### src/rtl/wdt_pkg.sv
package wdt_pkg;
  typedef enum logic [3:0] {
    WDT_PULSE  = 4'b1001,
    WDT_TOGGLE = 4'b1010
  } wdt_mode_e;

  function automatic logic mode_ok(input logic [3:0] m);
    return (m == WDT_PULSE) || (m == WDT_TOGGLE);
  endfunction

  function automatic logic mode_is_pulse(input logic [3:0] m);
    return m == WDT_PULSE;
  endfunction
endpackage

### src/rtl/wdt_tick_gen.sv
module wdt_tick_gen (
  input  logic clk,
  input  logic rst_n,
  input  logic run,
  input  logic src_sel,
  input  logic ext_tick,
  output logic tick
);
  logic div_q;

  always_ff @(posedge clk or negedge rst_n) begin
    if (!rst_n)    div_q <= 1'b0;
    else if (!run) div_q <= 1'b0;
    else           div_q <= ~div_q;
  end

  assign tick = run && (src_sel ? ext_tick : div_q);

  // internal source never ticks on two clocks in a row
  p_tick_spacing_r3: assert property (@(posedge clk) disable iff (!rst_n)
    (!src_sel && tick) |=> (src_sel || !tick));
endmodule

### src/rtl/wdt_counter.sv
module wdt_counter #(
  parameter int CNT_W = 24
) (
  input  logic             clk,
  input  logic             rst_n,
  input  logic             run,
  input  logic             tick,
  input  logic             load_wr,
  input  logic [CNT_W-1:0] load_val,
  input  logic [CNT_W-1:0] cmp_val,
  input  logic             reload_en,
  output logic [CNT_W-1:0] cnt,
  output logic             cmp_evt,
  output logic             ovf_evt
);
  localparam logic [CNT_W-1:0] CNT_MAX = {CNT_W{1'b1}};

  logic [CNT_W-1:0] cnt_q, nxt;
  logic             first_q, pend_q, take_load, wrap;

  function automatic logic [CNT_W-1:0] step(input logic [CNT_W-1:0] cur,
                                            input logic [CNT_W-1:0] start,
                                            input logic             use_start);
    return use_start ? start : cur + 1'b1;
  endfunction

  assign take_load = first_q || (pend_q && reload_en);
  assign nxt       = step(cnt_q, load_val, take_load);
  assign wrap      = !take_load && (cnt_q == CNT_MAX);
  assign cmp_evt   = run && !load_wr && tick && (nxt == cmp_val);
  assign ovf_evt   = run && !load_wr && tick && wrap;

  always_ff @(posedge clk or negedge rst_n) begin
    if (!rst_n) begin
      cnt_q <= '0; first_q <= 1'b1; pend_q <= 1'b0;
    end else if (!run) begin
      cnt_q <= '0; first_q <= 1'b1; pend_q <= 1'b0;
    end else if (load_wr) begin
      cnt_q <= load_val; first_q <= 1'b0; pend_q <= 1'b0;
    end else if (tick) begin
      cnt_q <= nxt; first_q <= 1'b0; pend_q <= cmp_evt;
    end
  end

  assign cnt = cnt_q;

  // first tick after start applies the start value
  p_first_load_r2: assert property (@(posedge clk) disable iff (!rst_n)
    (run && tick && first_q && !load_wr) |=> (cnt_q == $past(load_val)));
  // pending match with reload enabled brings back the start value
  p_reload_r5: assert property (@(posedge clk) disable iff (!rst_n)
    (run && tick && !first_q && pend_q && reload_en && !load_wr) |=> (cnt_q == $past(load_val)));
  // a write while running lands on the same edge
  p_load_wr_r6: assert property (@(posedge clk) disable iff (!rst_n)
    (run && load_wr) |=> (cnt_q == $past(load_val)));
  // a rollover always leaves zero
  p_wrap_zero_r7: assert property (@(posedge clk) disable iff (!rst_n)
    ovf_evt |=> (cnt_q == '0));
endmodule

### src/rtl/wdt_flags.sv
module wdt_flags #(
  parameter int N_FLAG = 2
) (
  input  logic              clk,
  input  logic              rst_n,
  input  logic [N_FLAG-1:0] set,
  input  logic [N_FLAG-1:0] clr,
  output logic [N_FLAG-1:0] q
);
  for (genvar i = 0; i < N_FLAG; i++) begin : g_flag
    always_ff @(posedge clk or negedge rst_n) begin
      if (!rst_n)      q[i] <= 1'b0;
      else if (set[i]) q[i] <= 1'b1;
      else if (clr[i]) q[i] <= 1'b0;
    end
    // a flag only drops through its clear strobe
    p_sticky_r8: assert property (@(posedge clk) disable iff (!rst_n)
      (q[i] && !clr[i]) |=> q[i]);
  end
endmodule

### src/rtl/wdt_pin.sv
module wdt_pin (
  input  logic clk,
  input  logic rst_n,
  input  logic run,
  input  logic tick,
  input  logic ovf_evt,
  input  logic pulse_mode,
  input  logic invert,
  output logic pin
);
  logic pin_q;

  always_ff @(posedge clk or negedge rst_n) begin
    if (!rst_n)                    pin_q <= 1'b0;
    else if (!run)                 pin_q <= invert;
    else if (ovf_evt)              pin_q <= pulse_mode ? ~invert : ~pin_q;
    else if (tick && pulse_mode)   pin_q <= invert;
  end

  assign pin = pin_q;

  // stopped pin follows the idle level
  p_idle_pin_r9: assert property (@(posedge clk) disable iff (!rst_n)
    !run |=> (pin_q == $past(invert)));
  // toggle-mode rollover flips the pin
  p_toggle_r9: assert property (@(posedge clk) disable iff (!rst_n)
    (ovf_evt && !pulse_mode) |=> (pin_q != $past(pin_q)));
endmodule

### src/rtl/wdt_timer.sv
module wdt_timer #(
  parameter int CNT_W = 24
) (
  input  logic             clk,
  input  logic             rst_n,
  input  logic             enable_i,
  input  logic [3:0]       mode_i,
  input  logic             src_sel_i,
  input  logic             ext_tick_i,
  input  logic             invert_i,
  input  logic             reload_en_i,
  input  logic [CNT_W-1:0] load_val_i,
  input  logic             load_wr_i,
  input  logic [CNT_W-1:0] cmp_val_i,
  input  logic             cmp_irq_en_i,
  input  logic             ovf_irq_en_i,
  input  logic             clr_cmp_i,
  input  logic             clr_ovf_i,
  output logic [CNT_W-1:0] count_o,
  output logic             cmp_flag_o,
  output logic             ovf_flag_o,
  output logic             cmp_irq_o,
  output logic             ovf_irq_o,
  output logic             pin_o
);
  import wdt_pkg::*;

  logic       run, pulse_mode, tick, cmp_evt, ovf_evt;
  logic [1:0] flag_q;

  assign run        = enable_i && mode_ok(mode_i);
  assign pulse_mode = mode_is_pulse(mode_i);

  wdt_tick_gen u_tick (
    .clk(clk), .rst_n(rst_n), .run(run), .src_sel(src_sel_i),
    .ext_tick(ext_tick_i), .tick(tick)
  );

  wdt_counter #(.CNT_W(CNT_W)) u_cnt (
    .clk(clk), .rst_n(rst_n), .run(run), .tick(tick), .load_wr(load_wr_i),
    .load_val(load_val_i), .cmp_val(cmp_val_i), .reload_en(reload_en_i),
    .cnt(count_o), .cmp_evt(cmp_evt), .ovf_evt(ovf_evt)
  );

  wdt_flags #(.N_FLAG(2)) u_flags (
    .clk(clk), .rst_n(rst_n),
    .set({ovf_evt, cmp_evt}), .clr({clr_ovf_i, clr_cmp_i}), .q(flag_q)
  );

  wdt_pin u_pin (
    .clk(clk), .rst_n(rst_n), .run(run), .tick(tick), .ovf_evt(ovf_evt),
    .pulse_mode(pulse_mode), .invert(invert_i), .pin(pin_o)
  );

  assign cmp_flag_o = flag_q[0];
  assign ovf_flag_o = flag_q[1];
  assign cmp_irq_o  = cmp_flag_o && cmp_irq_en_i;
  assign ovf_irq_o  = ovf_flag_o && ovf_irq_en_i;

  // a stopped timer holds zero
  p_idle_zero_r2: assert property (@(posedge clk) disable iff (!rst_n)
    !run |=> (count_o == '0));
  // a compare event is visible as the flag on the next cycle
  p_cmp_set_r4: assert property (@(posedge clk) disable iff (!rst_n)
    cmp_evt |=> cmp_flag_o);
  // a rollover event is visible as the flag on the next cycle
  p_ovf_set_r7: assert property (@(posedge clk) disable iff (!rst_n)
    ovf_evt |=> ovf_flag_o);
  // no events without a valid running mode
  p_no_evt_idle_r1: assert property (@(posedge clk) disable iff (!rst_n)
    !run |-> (!cmp_evt && !ovf_evt));
endmodule

### config.mk
export PLATFORM = sky130hd
export DESIGN_NAME = wdt_timer
export DESIGN_NICKNAME = d
export VERILOG_FILES = /design/src/rtl/wdt_pkg.sv /design/src/rtl/wdt_tick_gen.sv /design/src/rtl/wdt_counter.sv /design/src/rtl/wdt_flags.sv /design/src/rtl/wdt_pin.sv /design/src/rtl/wdt_timer.sv
export SDC_FILE = /design/constraint.sdc
export NUM_CORES = 1
export LEC_CHECK = 0
export BUFFER_PORTS_ARGS = -buffer_cell sky130_fd_sc_hd__buf_2
export CAP_MARGIN = 25
export CORE_ASPECT_RATIO = 1.5
export CORE_MARGIN = 2
export CORE_UTILIZATION = 53
export CTS_CLUSTER_SIZE = 40
export DETAILED_ROUTE_END_ITERATION = 10
export PLACE_DENSITY = 0.81
export SLEW_MARGIN = 10
export SYNTH_ARGS = -nofsm -noshare
export SYNTH_HDL_FRONTEND = slang
export SYNTH_HIERARCHICAL = 1
export SYNTH_SLANG_ARGS = --single-unit
### constraint.sdc
create_clock -name clk -period 3 [get_ports clk]
set_input_delay 0.15 -clock clk [delete_from_list [all_inputs] [get_ports clk]]
set_output_delay 0.15 -clock clk [all_outputs]
set_load 0.01 [all_outputs]
# [Word-level counts from Yosys, hierarchy flattened]
# Cells that the tools add are included.
[classes] n_addsub=1 n_eq_ne=6 n_mux=20 n_bitwise=3 n_reduce_logical=17
[op_table] op="$mux W24" n=4
[op_table] op="$add A24 B1 Y24 const B" n=1
[op_table] op="$eq A24 B24 Y1" n=1
[op_table] op="$eq A24 B24 Y1 const B" n=1
[op_table] op="$mux W1" n=16
[op_table] op="$logic_and A1 B1 Y1" n=11
[op_table] op="$eq A4 B4 Y1 const B" n=2
[op_table] op="$reduce_bool A2 Y1" n=2
[op_table] op="$ne A3 B2 Y1 const B" n=1
[op_table] op="$ne A3 B3 Y1 const B" n=1
[op_table] op="$not A1 Y1" n=3
[op_table] op="$logic_not A1 Y1" n=2
[op_table] op="$logic_or A1 B1 Y1" n=2
[totals] register_bits=30 inputBits=64 wordCells=54

# [Logic depth before layout (Yosys ltp)]
# Gate-level depths: netlist of the first run.
[depth] word_depth=9 mapped_depth=10 mapped_depth_nobuf=10

# [By module]
# The synthesis of the first run kept the hierarchy.
[modules_own_cells] mod="wdt_counter" instances=1 cells_per_inst=398 area_per_inst_um2=2982.9
[modules_own_cells] mod="wdt_flags" instances=1 cells_per_inst=6 area_per_inst_um2=72.6
[modules_own_cells] mod="wdt_pin" instances=1 cells_per_inst=7 area_per_inst_um2=72.6
[modules_own_cells] mod="wdt_tick_gen" instances=1 cells_per_inst=4 area_per_inst_um2=47.5
[modules_own_cells] mod="wdt_timer" instances=1 cells_per_inst=5 area_per_inst_um2=43.8

# [Worst setup path after synthesis of the first run]
# Ideal clock, no wire load.
[synth_path] path_type="reg-to-reg" start="register u_cnt.cnt_q[0], in the netlist u_cnt/cnt[0]" end="register u_cnt.pend_q" setup_time_ns=0.066 arrival_ns=2.593 required_time_ns=2.934 path_slack_ns=0.342 path_stages_with_launch=11 path_buffers=1 synth_period_minus_slack_ns=2.658 cell_sequence="dfrtp_1 -> ha_1 -> and3_1 -> clkbuf_2 -> nand4_4 -> o21ai_0 -> o31ai_1 -> or4_1 -> o41ai_2 -> o2111a_2 -> a31o_1"
[synth_between] elab_chain_len=7
[synth_lines] item="from (decl)" line_no="wdt_counter.sv:18" text="logic [CNT_W-1:0] cnt_q, nxt;"
[synth_lines] item="from (signal assigned)" line_no="wdt_counter.sv:35" text="cnt_q <= '0; first_q <= 1'b1; pend_q <= 1'b0;"
[synth_lines] item="from (signal assigned)" line_no="wdt_counter.sv:37" text="cnt_q <= '0; first_q <= 1'b1; pend_q <= 1'b0;"
[synth_lines] item="from (signal assigned)" line_no="wdt_counter.sv:39" text="cnt_q <= load_val; first_q <= 1'b0; pend_q <= 1'b0;"
[synth_lines] item="$add A24 B1 Y24" line_no="wdt_counter.sv:24" text="return use_start ? start : cur + 1'b1;"
[synth_lines] item="$mux W24" line_no="wdt_counter.sv:24"
[synth_lines] item="$eq A24 B24 Y1" line_no="wdt_counter.sv:30" text="assign cmp_evt = run && !load_wr && tick && (nxt == cmp_val);"
[synth_lines] item="$logic_and A1 B1 Y1" line_no="wdt_counter.sv:30"
[synth_lines] item="named net cmp_evt" line_no="wdt_timer.sv:28" text="logic run, pulse_mode, tick, cmp_evt, ovf_evt;"
[synth_lines] item="$mux W1" line_no="wdt_counter.sv:40" text="end else if (tick) begin"
[synth_lines] item="$mux W1" line_no="wdt_counter.sv:38" text="end else if (load_wr) begin"
[synth_lines] item="$mux W1" line_no="wdt_counter.sv:36" text="end else if (!run) begin"
[synth_lines] item="to (signal assigned)" line_no="wdt_counter.sv:37"
[synth_lines] item="to (signal assigned)" line_no="wdt_counter.sv:39"
[synth_lines] item="to (signal assigned)" line_no="wdt_counter.sv:41" text="cnt_q <= nxt; first_q <= 1'b0; pend_q <= cmp_evt;"
[synth_lines] item="to (decl)" line_no="wdt_counter.sv:19" text="logic first_q, pend_q, take_load, wrap;"
# The timed path passes the listed nets, and every way through them passes these cells. The select of a mux whose other input is x is not followed.
# A chain may end at the register's enable or synchronous reset.

# [Worst setup path in the final report of the first run]
[layout_path] start="register u_cnt.cnt_q[8], in the netlist u_cnt/cnt[8]" end="register u_cnt.pend_q"
# Same word-level chain as after synthesis.

==> impl_metrics.yaml, run 1 <==
global_routing:
  grt_max_degree: 31
  gr-total-overflow: 0
  grt_usage: 0.356
  antenna_found_initial: 0
  grt_pass1_vias: 3600
  grt_pass1_wl_um: 18000
synth:
  synth_nets: 485
  synth_edf_count: 0
  synth_ff_type: "dfrtp_1"
  ys_warn_count: 6
  syn_inst: 420
  synthArstFlopShare: 1.00
  yosys_register_bits: 30
  synth_area_sq_mm: 0.00322
  synth.distinct_cells: 68
  post_synth.cell_area_avg_sq_um: 7.67
  synth_seq_area_share: 0.234
timing:
  slew_headroom: 0.466
  worst_slew_pin_slew_ns: 0.801
  slew_viol_final: 0
  rsz0062_at_grt: "no"
  fin_crit_sh: 0.952
  finalHoldWorstSlack_ns: 0.134
  fin_setup_tns_ns: 0
  setup_viol: 0
  worst_clock_skew_ns: 0.00769
  finalHoldViolations: 0
  fmax_mhz: 350
  min_period_ns: 2.86
critical_path:
  critical_path_required_ns: 3.22
  startpoint: "u_cnt/cnt[8]"
  cp-end-kind: "flip-flop"
  critical_path_class: "flip-flop to flip-flop"
  reg2regPathDepth: 8
  critPathMaxFanout: 12
  reg2reg_from: "u_cnt/cnt[8]"
  rrSetupSlack_ns: 0.14
  worstSetupEndpoint: "u_cnt/pend_q"
  rr_endpoint: "u_cnt/pend_q"
  critPathLaunchType: "flip-flop"
  crit_arrival_ns: 3.07
layout:
  final_util: 0.660
  drive_gt1_frac: 0.278
  layout_common_cells: "buf_2, o21ai_0, a21oi_1, nand2_1, dfrtp_1"
  layout_commonest_cell: "buf_2"
  syn_to_final_growth_pct: 19.5
  nets: 568
  antennaDiodeCount: 0
clock_network:
  h-tree-depth: 2
  cts_sinks: 30
  cts_buffers: 5
  cts.clk_slew.worst_paths_ns: 0.07
  cts_tree: "done"
  cts-root-buf: "clkbuf_8"
  insertion_delay_ns: 0.28
  cts_max_path_buffers: 2
die:
  dieHeight_um: 99.5
  design.portCount: 93
  start_util: 0.552
  placementRows: 34
  die_area_sq_mm: 0.00673
  dieWidth_um: 67.6
  coreArea_sq_mm: 0.00583
route:
  wl_per_cell_um: 20.2
  vias: 3807
  post-route-drc-count: 0
  drt-initial-drc-count: 297
  via_per_inst: 6.61
  route.antenna.remaining_nets: 0
  drt_pass1_iterations: 5
  wl_um: 11700
place:
  gp_congestion: 0.995
  port_buffers: 92
  dpl.hpwl_um: 8810
power:
  p_leak_nw: 1.69
  powerDensity_mw_per_mm2: 254
  peakVddDrop_mv: 0.168
hold_path:
  hold_class: "primary input to flip-flop"
flow_run:
  max-cap-violations: 0
outcome:
  outcome: "completed"
## what timing repair did
action | CTS | global route
buffers inserted | 0 | 3
hold buffers | 1 | 0
hold endpoints to repair | 29 | 0
endpoints found under the setup margin | 0 | 2
resized for setup | 0 | 1
## per-stage QoR
stage	instance area, sq um	total power [mW]	setup WS [ns]	cells
2_1_floorplan	3220	0.542	0.342	420
3_3_place_gp	3730	0.658	0.239	564
3_5_place_dp	3730	0.660	0.152	564
4_1_cts	3820	0.983	0.124	573
5_1_grt	3850	1.02	0.0113	576
6_report	3850	0.977	0.144	576
## area by class of cell
class	count	area (sq um)
Sequential cell	30	752
Fill cell	547	1980
Multi-Input combinational cell	338	2250
Inverter	16	60.1
Clock buffer	8	80.1
Timing Repair Buffer	112	613
Tap cell	72	90.1
## Yosys cell counts, types with 5 or more instances
| library cell | count | area [sq um] |
|---|---|---|
| nor2_1 | 16 | 60.1 |
| o22ai_1 | 9 | 56.3 |
| inv_1 | 15 | 56.3 |
| xnor2_1 | 19 | 166 |
| nand3_1 | 21 | 105 |
| o21ai_0 | 46 | 230 |
| nor3_1 | 9 | 45.0 |
| a31oi_1 | 7 | 43.8 |
| buf_2 | 8 | 40.0 |
| xor2_1 | 13 | 114 |
| nor4_1 | 6 | 37.5 |
| and2_1 | 5 | 31.3 |
| o21a_1 | 7 | 52.6 |
| o221a_2 | 7 | 78.8 |
| a21oi_1 | 39 | 195 |
| clkbuf_1 | 21 | 78.8 |
| a21boi_0 | 5 | 37.5 |
| nand2_1 | 31 | 116 |
| dfrtp_1 | 29 | 726 |
| nand4_1 | 9 | 56.3 |
## worst max-delay path: stages, from the launching register on
cell and delay [ns]:
dfrtp_1 0.52, nand4_1 0.31, nor4_4 0.41, nand2_1 0.19, and3b_1 0.21, or4_1 0.42
o41ai_2 0.36, o2111a_2 0.29, a31o_1 0.10
## cells by family (layout without fill, tap and decap cells)
| kind of cell | count (synthesis) | count (layout) | share of synthesized area |
|---|---|---|---|
| DFF | 30 | 30 | 0.234 |
| adders and majority gates | 1 | 1 | 0.00389 |
| xor gates and xnor gates | 32 | 32 | 0.0871 |
| AOI/OAI and AO/OA | 165 | 165 | 0.337 |
| muxes | 7 | 7 | 0.0229 |
| and+or+nand+nor | 133 | 133 | 0.246 |
| buffers and inverters | 52 | 136 | 0.0692 |
## flip-flops by register name (all words and copies together) (netlist names)
name,cells
u_flags/q,2
u_cnt/cnt,24
u_pin/pin,1
u_cnt/first_q,1
u_tick/div_q,1
u_cnt/pend_q,1
## how the worst min path moves through the flow
stage / from / endpoint / slack (ns) / cells after the start
global route: invert_i / u_pin/pin / 0.14 / 3
detailed placement: rst_n / u_flags/q[1] / 0.26 / 1
CTS: invert_i / u_pin/pin / 0.13 / 3
floorplan: rst_n / u_cnt/cnt[0] / -0.15 / 0
finish: invert_i / u_pin/pin / 0.13 / 3
global placement: rst_n / u_flags/q[1] / 0.25 / 1
## layer usage
metal / track usage / routed length (um) / part of all wire
met1: 0.435 / 4290 / 0.37
met2: 0.579 / 5750 / 0.49
met4: 0.212 / 705 / 0.060
met5: 0 / 0 / 0
met3: 0.0475 / 916 / 0.079
## power by group
group | internal (mW) | switching (mW) | leakage, nW
sequential | 0.412 | 0.0149 | 0.411
clock | 0.165 | 0.153 | 0.0395
combinational | 0.0967 | 0.136 | 1.24
(Power assumes the default switching activity.)
==> run 2: changes to the inputs <==
--- a/config.mk
+++ b/config.mk
@@ -8,13 +8,12 @@
 export BUFFER_PORTS_ARGS = -buffer_cell sky130_fd_sc_hd__buf_2
 export CAP_MARGIN = 25
 export CORE_ASPECT_RATIO = 1.5
-export CORE_MARGIN = 2
-export CORE_UTILIZATION = 53
+export CORE_MARGIN = 5
+export CORE_UTILIZATION = 54
 export CTS_CLUSTER_SIZE = 40
 export DETAILED_ROUTE_END_ITERATION = 10
-export PLACE_DENSITY = 0.81
+export PLACE_DENSITY = 0.82
 export SLEW_MARGIN = 10
 export SYNTH_ARGS = -nofsm -noshare
 export SYNTH_HDL_FRONTEND = slang
-export SYNTH_HIERARCHICAL = 1
 export SYNTH_SLANG_ARGS = --single-unit
==> run 2 against run 1 <==
  * Global-route usage increased by 3.8 points
  * Synthesized cell count increased by 11%
  * Synthesized area increased by 3.6%
  * Hold slack got worse by 0.096 ns
  * Flip-flop and latch count unchanged
  * Fmax increased by 6.1%
==> impl_metrics.yaml, run 2 <==
outcome:
  outcome: "completed"
synth:
  post-synth-top-count-cell: "o21ai_0"
  synth_commonest_cells: "o21ai_0, a21oi_1, nor2_1, nand2_1, dfrtp_1"
  syn_inst: 468
  synthArstFlopShare: 1.00
  synth_seq_area_share: 0.226
  synth_edf_count: 0
  yosys.area.top_type: "dfrtp_1"
  synth_area_sq_mm: 0.00333
  synth.top_cell.area_share: 0.218
  synth.area.top_cells: "dfrtp_1, o21ai_0, a21oi_1"
  synth_ff_type: "dfrtp_1"
  yosys_register_bits: 30
  synth_nets: 533
  post_synth.cell_area_avg_sq_um: 7.12
  synth.distinct_cells: 59
  ys_warn_count: 0
global_routing:
  gr-total-overflow: 0
  grt_pass1_wl_um: 23300
  grt_pass1_vias: 4220
  grt_usage: 0.394
  grt_max_degree: 31
  antenna_found_initial: 0
timing:
  fin_crit_sh: 0.897
  worst_slew_pin_slew_ns: 0.924
  worst_clock_skew_ns: 0.0112
  finalHoldViolations: 0
  fmax_mhz: 371
  fin_setup_tns_ns: 0
  setup_viol: 0
  rsz0062_at_grt: "no"
  setup_ws_ns: 0.308
  finalHoldWorstSlack_ns: 0.0383
  slew_headroom: 0.378
  slew_viol_final: 0
  min_period_ns: 2.69
power:
  total_power_mw: 1.13
  powerDensity_mw_per_mm2: 278
  p_leak_nw: 1.78
  peakVddDrop_mv: 0.180
layout:
  drive_gt1_frac: 0.242
  syn_to_final_growth_pct: 21.8
  stdcell_area_sq_mm: 0.00406
  layout_commonest_cell: "buf_2"
  nets: 625
  nFillCells: 549
  largest_reg_flops: 24
  antennaDiodeCount: 0
  layout_common_cells: "buf_2, o21ai_0, a21oi_1, nor2_1, nand2_1"
route:
  drt_pass1_iterations: 5
  drt-met1-wl_um: 5350
  wl_met2_um: 7230
  wl_um: 15400
  drt-initial-drc-count: 684
  via_per_inst: 7.03
  highest_layer: "met4"
  vias: 4462
  wl_per_cell_um: 24.2
  post-route-drc-count: 0
  route.met3.wl_um: 1610
  route.antenna.remaining_nets: 0
die:
  dieHeight_um: 106
  start_util: 0.548
  design.portCount: 93
  die_area_sq_mm: 0.00788
  placementRows: 35
  dieWidth_um: 74.2
  coreArea_sq_mm: 0.00609
critical_path:
  crit_arrival_ns: 2.92
  crit_chain: "nand3_1 > nor2_1 > o21ai_0 > a311oi_1 > o221ai_1 > or4_1 > o21ai_1"
  cpPeakStageDelay_ns: 0.60
  reg2regPathDepth: 7
  cp-end-kind: "flip-flop"
  critical_path_required_ns: 3.23
  crit_buf_inv: 0
  critPathLaunchType: "flip-flop"
  critPathMaxFanout: 6
  rr_endpoint: "u_cnt.pend_q"
  critPathTopFamily: "compound AO/OA/AOI/OAI gates"
  reg2reg_from: "u_cnt.cnt[16]"
  slowest_stage: "dfrtp_1"
  critical_path_class: "flip-flop to flip-flop"
  rrSetupSlack_ns: 0.31
clock_network:
  cts.clk_slew.worst_paths_ns: 0.08
  cts_sinks: 30
  insertion_delay_ns: 0.30
  cts-root-buf: "clkbuf_8"
  cts_tree: "done"
  cts_max_path_buffers: 2
  cts_buffers: 5
  cts_resized: 0
  h-tree-depth: 2
hold_path:
  worst_hold_path.endpoint: "u_flags.q[0]"
  min_from: "clr_cmp_i"
  hold_class: "primary input to flip-flop"
  min_path_cells: 2
place:
  port_buffers: 92
  post-place-ws_ns: 0.394
  dpl.hpwl_um: 12000
  post_dp_cell_area_sq_mm: 0.00393
  gp_congestion: 1.07
flow_run:
  max-cap-violations: 0
run 2: cell types whose count changed in the layout (fill, tap and decap cells not counted), moves of 4 or more:
cell,before,now
and3_1,3,7
and4_1,4,8
nor3_1,9,18
o221a_2,7,3
buf_4,19,24
nor2_1,16,43
nand4_1,9,20
inv_1,15,21
a21oi_1,38,44
a21boi_0,5,0
o21a_1,7,2
run 2: worst max path at each step:
stage                               to  slack [ns]  cells past startpoint           from
after floorplan           u_cnt.pend_q        0.57                      8   u_cnt.cnt[1]
after detailed placement  u_cnt.pend_q        0.39                      7   u_cnt.cnt[3]
after CTS                 u_cnt.pend_q        0.37                      7   u_cnt.cnt[3]
after global placement    u_cnt.pend_q        0.43                      7   u_cnt.cnt[3]
final                     u_cnt.pend_q        0.31                      7  u_cnt.cnt[16]
after global routing      u_cnt.pend_q        0.06                      9   u_cnt.cnt[1]
run 2: repair_timing:
| item | 4_1_cts | 5_1_grt |
|---|---|---|
| hold buffers | 1 | 0 |
| endpoints found under the hold margin | 29 | 0 |
| setup endpoints to repair | 0 | 0 |
| buffers inserted | 0 | 0 |
run 2: cell type report:
class	instances	area, sq um	share of cell area
Clock buffer	8	110	0.0271
Multi-Input combinational cell	384	2360	0.582
Timing Repair Buffer	118	662	0.163
Tap cell	74	92.6	0.0228
Inverter	21	78.8	0.0194
Sequential cell	30	752	0.185
run 2: metrics by stage:
stage,util,std cells
4_1_cts,0.665,634
3_5_place_dp,0.645,625
6_report,0.667,635
5_1_grt,0.667,635
3_3_place_gp,0.645,625
2_1_floorplan,-,468
run 2: cells by family after synthesis:
logic type	share of synthesized area
buf+inv	0.0664
flops	0.226
xor+xnor	0.0893
fa+ha+maj	0.00375
simple gates	0.304
mux	0.0278
compound gates	0.284
run 2: power breakdown:
| group | total, mW | internal (mW) | switching [mW] |
|---|---|---|---|
| combinational | 0.296 | 0.114 | 0.182 |
| clock | 0.402 | 0.232 | 0.170 |
| sequential | 0.430 | 0.412 | 0.0177 |
run 2: per-layer routing:
layer | vias up | track usage
met5 | - | 0
met3 | 101 | 0.0672
met4 | 0 | 0.251
met1 | 2061 | 0.474
li1 | 1933 | -
met2 | 367 | 0.630
==> run 3: changes to the inputs <==
--- a/config.mk
+++ b/config.mk
@@ -6,14 +6,14 @@
 export NUM_CORES = 1
 export LEC_CHECK = 0
 export BUFFER_PORTS_ARGS = -buffer_cell sky130_fd_sc_hd__buf_2
-export CAP_MARGIN = 25
 export CORE_ASPECT_RATIO = 1.5
 export CORE_MARGIN = 5
-export CORE_UTILIZATION = 54
+export CORE_UTILIZATION = 53
 export CTS_CLUSTER_SIZE = 40
 export DETAILED_ROUTE_END_ITERATION = 10
-export PLACE_DENSITY = 0.82
+export PLACE_DENSITY = 0.81
 export SLEW_MARGIN = 10
 export SYNTH_ARGS = -nofsm -noshare
 export SYNTH_HDL_FRONTEND = slang
+export SYNTH_HIERARCHICAL = 1
 export SYNTH_SLANG_ARGS = --single-unit
==> run 3 against run 2 <==
  * Global-route usage decreased by 8.4 points
  * Cell count fell by 9.1%
  * Clock-buffer cell count unchanged
  * Wire length decreased by 21%
  * Via count decreased by 14%
  * Register-to-register slack worse by 0.11 ns
  * Setup slack got worse by 0.11 ns
  * Non-clock buffer count shrank 5
  * Critical path type unchanged
  * Largest power group unchanged
==> impl_metrics.yaml, run 3 (synthesis gave the netlist of run 1 again) <==
route:
  vias: 3838
  drt_pass1_iterations: 5
  post-route-drc-count: 0
  route.antenna.remaining_nets: 0
  wl_um: 12100
  drt-initial-drc-count: 396
  wl_per_cell_um: 21.0
  via_per_inst: 6.65
timing:
  worst_slew_pin_slew_ns: 0.759
  min_period_ns: 2.80
  setup_viol: 0
  slew_viol_final: 0
  slew_headroom: 0.494
  fin_crit_sh: 0.933
  rsz0062_at_grt: "no"
  worst_clock_skew_ns: 0.00814
  finalHoldWorstSlack_ns: 0.125
  fin_setup_tns_ns: 0
  fmax_mhz: 357
  finalHoldViolations: 0
  setup_ws_ns: 0.202
layout:
  drive_gt1_frac: 0.283
  syn_to_final_growth_pct: 20.6
  layout_common_cells: "buf_2, o21ai_0, a21oi_1, nand2_1, dfrtp_1"
  layout_commonest_cell: "buf_2"
  stdcell_area_sq_mm: 0.00388
  antennaDiodeCount: 0
  nFillCells: 541
  largest_reg_flops: 24
  nets: 569
  final_util: 0.662
  stdcell_count: 577
outcome:
  outcome: "completed"
clock_network:
  cts_resized: 0
  post_cts_buffers: 0
  cts_sinks: 30
  cts_buffers: 5
  h-tree-depth: 2
  cts_tree: "done"
  cts-root-buf: "clkbuf_8"
  cts.clk_slew.worst_paths_ns: 0.08
  cts_max_path_buffers: 2
  insertion_delay_ns: 0.29
place:
  post_dp_cell_area_sq_mm: 0.00376
  post-place-ws_ns: 0.228
  port_buffers: 92
  gp_congestion: 1.05
  dp_cells: 568
  dpl.hpwl_um: 9100
die:
  dieWidth_um: 73.6
  coreArea_sq_mm: 0.00587
  placementRows: 34
  dieHeight_um: 105
  design.portCount: 93
  start_util: 0.548
  die_area_sq_mm: 0.00777
critical_path:
  cp-end-kind: "flip-flop"
  reg2regPathDepth: 9
  crit_arrival_ns: 3.03
  rrSetupSlack_ns: 0.20
  critPathMaxFanout: 6
  critical_path_required_ns: 3.23
  critical_path_class: "flip-flop to flip-flop"
  rr_endpoint: "u_cnt/pend_q"
  critPathLaunchType: "flip-flop"
  reg2reg_from: "u_cnt/cnt[1]"
hold_path:
  min_path_cells: 3
  min_from: "invert_i"
  hold_class: "primary input to flip-flop"
  worst_hold_path.endpoint: "u_pin/pin"
flow_run:
  max-cap-violations: 0
global_routing:
  grt_pass1_vias: 3687
  antenna_found_initial: 0
  grt_usage: 0.310
  grt_pass1_wl_um: 18800
  grt_max_degree: 33
  gr-total-overflow: 0
power:
  peakVddDrop_mv: 0.180
  p_leak_nw: 1.71
  powerDensity_mw_per_mm2: 273
  total_power_mw: 1.06
==> run 3: cell type report <==
class	count	area, sq um	share of cell area
sequential	30	752	0.194
multi-input combinational	338	2250	0.580
tap	72	90.1	0.0232
clock buffer	8	110	0.0284
inverter	16	60.1	0.0155
timing repair buffer	113	621	0.160
==> run 3: repair_timing <==
action / CTS / global route
endpoints found under the hold margin: 29 / 0
hold buffers: 1 / 0
endpoints found under the setup margin: 0 / 0
==> run 3: routing by layer <==
| metal | vias up | routed length (um) | track usage |
|---|---|---|---|
| met2 | 225 | 6090 | 0.523 |
| met1 | 1812 | 4540 | 0.389 |
| met3 | 34 | 1080 | 0.0438 |
| met4 | 0 | 395 | 0.119 |
| met5 | - | 0 | 0 |
| li1 | 1767 | - | - |
==> run 3: worst max-delay path by stage <==
stage                  from      endpoint  slack, ns  cells past startpoint
3_3_place_gp   u_cnt/cnt[1]  u_cnt/pend_q       0.25                      9
2_1_floorplan  u_cnt/cnt[0]  u_cnt/pend_q       0.34                     10
3_5_place_dp   u_cnt/cnt[1]  u_cnt/pend_q       0.23                      9
6_report       u_cnt/cnt[1]  u_cnt/pend_q       0.20                      9
5_1_grt        u_cnt/cnt[9]  u_cnt/pend_q       0.05                      8
4_1_cts        u_cnt/cnt[1]  u_cnt/pend_q       0.21                      9
==> run 3: critical path, cell delays in order, from the launching register on <==
cell and delay [ns]:
dfrtp_1 0.43, ha_1 0.26, and3_1 0.37, nand4_4 0.12, o21ai_0 0.20, o31ai_1 0.09
or4_1 0.54, o41ai_2 0.35, o2111a_2 0.28, a31o_1 0.10
==> run 3: where the power goes <==
group	switching, mW	internal, mW
sequential	0.0128	0.412
clock	0.171	0.232
combinational	0.137	0.0973
